`src/rtl/sm_pkg.sv`:
```
package sm_pkg;
  typedef enum logic [1:0] {
    ST_IDLE  = 2'd0,
    ST_ARITH = 2'd1,
    ST_FIX   = 2'd2,
    ST_DONE  = 2'd3
  } sm_state_e;
endpackage

```
`src/rtl/sm_complementer.sv`:
```
module sm_complementer #(
  parameter int unsigned N = 7
) (
  input  logic         inv_i,
  input  logic [N-1:0] d_i,
  output logic [N-1:0] q_o
);
  for (genvar i = 0; i < N; i++) begin : g_bit
    assign q_o[i] = d_i[i] ^ inv_i;
  end
endmodule

```
`src/rtl/sm_adder.sv`:
```
module sm_adder #(
  parameter int unsigned N = 7
) (
  input  logic [N-1:0] x_i,
  input  logic [N-1:0] y_i,
  input  logic         cin_i,
  output logic [N-1:0] sum_o,
  output logic         cout_o
);
  logic [N:0] c;
  assign c[0] = cin_i;
  for (genvar i = 0; i < N; i++) begin : g_fa
    assign sum_o[i] = x_i[i] ^ y_i[i] ^ c[i];
    assign c[i+1]   = (x_i[i] & y_i[i]) | (c[i] & (x_i[i] ^ y_i[i]));
  end
  assign cout_o = c[N];
endmodule

```
`src/rtl/sm_ctrl.sv`:
```
module sm_ctrl
  import sm_pkg::*;
(
  input  logic clk_i,
  input  logic rst_ni,
  input  logic start_i,
  output logic load_o,
  output logic arith_o,
  output logic fix_o,
  output logic busy_o,
  output logic done_o
);
  sm_state_e state_q, state_d;

  always_comb begin
    state_d = state_q;
    unique case (state_q)
      ST_IDLE:  if (start_i) state_d = ST_ARITH;
      ST_ARITH: state_d = ST_FIX;
      ST_FIX:   state_d = ST_DONE;
      ST_DONE:  state_d = ST_IDLE;
      default:  state_d = ST_IDLE;
    endcase
  end

  always_ff @(posedge clk_i or negedge rst_ni) begin
    if (!rst_ni) state_q <= ST_IDLE;
    else         state_q <= state_d;
  end

  assign load_o  = (state_q == ST_IDLE) && start_i;
  assign arith_o = (state_q == ST_ARITH);
  assign fix_o   = (state_q == ST_FIX);
  assign done_o  = (state_q == ST_DONE);
  assign busy_o  = (state_q != ST_IDLE);

  AST_DONE_AFTER_FIX: assert property (@(posedge clk_i) disable iff (!rst_ni)
    fix_o |=> done_o);
  AST_DONE_ENDS_BUSY: assert property (@(posedge clk_i) disable iff (!rst_ni)
    done_o |=> !busy_o);
  AST_ONE_PHASE: assert property (@(posedge clk_i) disable iff (!rst_ni)
    $onehot0({arith_o, fix_o, done_o}));
endmodule

```
`src/rtl/sm_addsub.sv`:
```
module sm_addsub #(
  parameter int unsigned WIDTH = 8
) (
  input  logic             clk_i,
  input  logic             rst_ni,
  input  logic             start_i,
  input  logic             sub_i,
  input  logic [WIDTH-1:0] a_i,
  input  logic [WIDTH-1:0] b_i,
  output logic             busy_o,
  output logic             done_o,
  output logic [WIDTH-1:0] result_o,
  output logic             ovf_o
);
  localparam int unsigned MAG_W = WIDTH - 1;

  logic             load, arith, fix;
  logic [MAG_W-1:0] a_q, b_q;
  logic             as_q, bs_q, e_q, avf_q, esub_q;
  logic [MAG_W-1:0] add_x, add_y, add_y_c, sum;
  logic             mode_m, cout;

  sm_ctrl i_ctrl (
    .clk_i   (clk_i),
    .rst_ni  (rst_ni),
    .start_i (start_i),
    .load_o  (load),
    .arith_o (arith),
    .fix_o   (fix),
    .busy_o  (busy_o),
    .done_o  (done_o)
  );

  // fix-up reuses the adder: 0 + ~A + 1 = -A
  always_comb begin
    if (fix) begin
      add_x  = '0;
      add_y  = a_q;
      mode_m = 1'b1;
    end else begin
      add_x  = a_q;
      add_y  = b_q;
      mode_m = as_q ^ bs_q;
    end
  end

  sm_complementer #(.N(MAG_W)) i_comp (
    .inv_i (mode_m),
    .d_i   (add_y),
    .q_o   (add_y_c)
  );

  sm_adder #(.N(MAG_W)) i_add (
    .x_i    (add_x),
    .y_i    (add_y_c),
    .cin_i  (mode_m),
    .sum_o  (sum),
    .cout_o (cout)
  );

  always_ff @(posedge clk_i or negedge rst_ni) begin
    if (!rst_ni) begin
      a_q    <= '0;
      b_q    <= '0;
      as_q   <= 1'b0;
      bs_q   <= 1'b0;
      e_q    <= 1'b0;
      avf_q  <= 1'b0;
      esub_q <= 1'b0;
    end else if (load) begin
      a_q   <= a_i[MAG_W-1:0];
      b_q   <= b_i[MAG_W-1:0];
      as_q  <= a_i[WIDTH-1];
      bs_q  <= b_i[WIDTH-1] ^ sub_i;
      avf_q <= 1'b0;
    end else if (arith) begin
      esub_q <= mode_m;
      a_q    <= sum;
      e_q    <= cout;
      avf_q  <= mode_m ? 1'b0 : cout;
    end else if (fix) begin
      if (a_q == '0) begin
        as_q <= 1'b0;
      end else if (esub_q && !e_q) begin
        a_q  <= sum;
        as_q <= ~as_q;
      end
    end
  end

  assign result_o = {as_q, a_q};
  assign ovf_o    = avf_q;

  AST_NO_NEG_ZERO: assert property (@(posedge clk_i) disable iff (!rst_ni)
    (done_o && (a_q == '0)) |-> !as_q);
  AST_SUB_NO_OVF: assert property (@(posedge clk_i) disable iff (!rst_ni)
    (done_o && esub_q) |-> !ovf_o);
  AST_IDLE_HOLD: assert property (@(posedge clk_i) disable iff (!rst_ni)
    (!busy_o && !start_i) |=> ($stable(result_o) && $stable(ovf_o)));
  AST_BUSY_OPERAND_HOLD: assert property (@(posedge clk_i) disable iff (!rst_ni)
    busy_o |=> $stable(b_q));
endmodule

```
`config.mk`:
```
export PLATFORM = sky130hd
export DESIGN_NAME = sm_addsub
export DESIGN_NICKNAME = d
export VERILOG_FILES = /design/src/rtl/sm_pkg.sv /design/src/rtl/sm_complementer.sv /design/src/rtl/sm_adder.sv /design/src/rtl/sm_ctrl.sv /design/src/rtl/sm_addsub.sv
export SDC_FILE = /design/constraint.sdc
export NUM_CORES = 1
export LEC_CHECK = 0
export BUFFER_PORTS_ARGS = -buffer_cell sky130_fd_sc_hd__buf_2
export CORE_ASPECT_RATIO = 0.9
export CORE_MARGIN = 2
export CORE_UTILIZATION = 54
export CTS_BUF_LIST = sky130_fd_sc_hd__clkbuf_8 sky130_fd_sc_hd__clkbuf_16
export CTS_CLUSTER_SIZE = 14
export DETAILED_ROUTE_END_ITERATION = 10
export PLACE_DENSITY = 0.79
export SETUP_SLACK_MARGIN = 0.1
export SLEW_MARGIN = 30
export SYNTH_ARGS = -nofsm -noshare
export SYNTH_HDL_FRONTEND = slang
export SYNTH_HIERARCHICAL = 1
export SYNTH_SLANG_ARGS = --single-unit
```
`constraint.sdc`:
```
create_clock -name clk_i -period 6.2 [get_ports clk_i]
set_input_delay 0.93 -clock clk_i [delete_from_list [all_inputs] [get_ports clk_i]]
set_output_delay 0.93 -clock clk_i [all_outputs]
set_load 0.005 [all_outputs]
```
==> run summary <==
Max Clock Skew: 0.00989 ns
TNS Setup: 0 ns
Crit Path Class: register to register
Syn-to-layout area delta: 13.1%
Max-slew violations: 0
Worst Path Max Fanout: 19
Crit. End Element: register
Total track usage: 18.9%
I/O Buffers: 30
Crit path arrival time: 5.12 ns
Prevailing post-synth register cell: dfrtp_1
Failing checks: design-rule violations
CTS Hold Bufs: 0
Maxcap violations: 0
Slew at the pin with the worst max-slew slack: 0.757 ns
Diode count: 0
Initial antenna violation count: 0
Num CTS Buffers: 3
Syn. warnings: 6
Synthesized area: 1460 sq um
Post-CTS setup buffers: 0
Mapped Cells: 125
Number of global-route vias before repair: 971
Die Wd: 58.8 um
Most common cell in the netlist: mux2_2
Tmin final: 4.97 ns
Worst Hold Class: register to register
Worst slew margin relative to its limit: 49.5%
Post-synth cell types: 29
Worst-path clk slew: 0.08 ns
H-tree depth reported by CTS: 1
Routed len/inst: 13.8 um
Clk Latency, worst-skew pair: 0.26 ns
TritonCTS clock tree: built
Seq cells post-synth: 21
CTS root buffer: clkbuf_8
Period utilisation layout: 80.1%
Vias: 954
Final WL: 2.49 mm
Vias per inst: 5.27
Routability-driven placement congestion ratio: 0.770
ANT nets after route: 0
Seq/Total Area, Yosys: 36.0%
Remaining Overflow, GRT: 0
Commonest cells post-synth: mux2_2 (29), dfrtp_1 (21), inv_1 (15)
Final setup viols: 0
Synth area leader: dfrtp_1
Crit start category: register
Layout cells sized above 1: 45.1%
Asr flop ratio synth: 100%
Worst endpoint required time: 6.36 ns
Die Y: 53.4 um
Total core area: 2510 sq um
Clk buf depth: 2
Clock sinks: 21
Pre-antenna DRT Iters: 7
Max Freq: 201 MHz
EDFF count, synth: 0
Status: finished with violations
First-pass GRT wire length: 4.41 mm
Synth area leaders: dfrtp_1 (36%), mux2_2 (22%), fa_1 (9.6%), xor2_1 (4.8%), ha_1 (4.3%)
1st-iter DRT viols: 15
CTS resizes: 0
Fin. Hold Viols: 0
DRC viols: 1
I/O pin count: 31
RSZ-0062 raised after global routing: false
Core Rows: 17
Largest net degree at the start of global routing: 23
Initial core utilization: 58.2%
Die Area: 3140 sq um
Synth top area share: 36.0%
Syn Nets: 157
Synthesized area per cell: 11.7 sq um
Final HPWL from detailed placement: 1.90 mm
Final #Nets: 186
==> stage by stage <==
stage	worst slack [ns]	utilization [%]	area [sq um]	hold WS [ns]	std cells
6_report	1.23	65.9	1650	0.503	181
5_1_grt	0.950	65.9	1650	0.539	181
2_1_floorplan	1.90	-	1460	0.442	125
3_3_place_gp	1.36	64.0	1610	0.461	177
4_1_cts	1.25	65.9	1650	0.508	181
3_5_place_dp	1.26	64.0	1610	0.489	177
==> critical path, stage by stage (launching register included) <==
cell and delay, ns:
dfrtp_1 0.40, inv_1 0.14, ha_1 0.67, nor2_1 0.17, inv_1 0.35, xor2_1 0.15
fa_1 0.40, inv_1 0.07, fa_1 0.15, inv_1 0.05, fa_1 0.37, fa_1 0.40
fa_1 0.39, fa_1 0.37, inv_1 0.08, fa_1 0.15, inv_1 0.04, mux2_2 0.25
mux2_2 0.26
==> layout by cell type (no fill, tap or decap), drive strengths merged, types with 2 or more instances in the layout <==
cell and n:
fa 7, a21oi 2, clkbuf 3, xor2 8
mux2 30, ha 5, nor2b 9, nand2b 3
nand2 3, nor2 3, dfrtp 21, inv 15
mux2i 2, buf 30
==> area by class of cell <==
class / count / area (sq um)
clock buffer: 3 / 41.3
clock inverter: 1 / 5.00
fill: 203 / 857
inverter: 15 / 56.3
multi-input combinational: 83 / 840
sequential: 21 / 526
tap: 28 / 35.0
timing repair buffer: 30 / 150
==> sequential cells by signal, summed over array words and instances, names as in the netlist <==
name / cells
e_q: 1
esub_q: 1
as_q: 1
bs_q: 1
b_q: 7
i_ctrl/state_q: 2
a_q: 7
ovf_o: 1
==> final timing paths <==
| check | startpoint | end | slack [ns] | depth (start not counted) |
|---|---|---|---|---|
| min | esub_q | esub_q | 0.50 | 2 |
| min reg2reg | esub_q | esub_q | 0.50 | 2 |
| max in group asynchronous | rst_ni | b_q[3] | 5.27 | 1 |
| max | i_ctrl/state_q[0] | a_q[6] | 1.23 | 18 |
| max reg2reg | i_ctrl/state_q[0] | a_q[6] | 1.23 | 18 |
| min in group asynchronous | rst_ni | esub_q | 0.60 | 1 |
==> kinds of logic after synthesis <==
logic type                 share of synthesized area (%)
buffers and inverters                               6.59
muxes                                               24.7
xor gates and xnor gates                            5.39
DFF                                                 36.0
and+or+nand+nor                                     10.4
AOI/OAI and AO/OA                                   3.08
adders and majority gates                           13.9
==> metal layers <==
metal	vias up	part of all wire (%)	GRT usage, %	routed length (um)
met5	-	0	0	0
met3	4	4.7	5.87	116
met2	19	49	31.5	1220
li1	463	-	-	-
met4	0	0.76	4.55	19
met1	468	46	23.8	1140
Power is left out: the tool's default activity adds up to more than one toggle a clock period on the data nets, which glitch-free logic cannot reach.
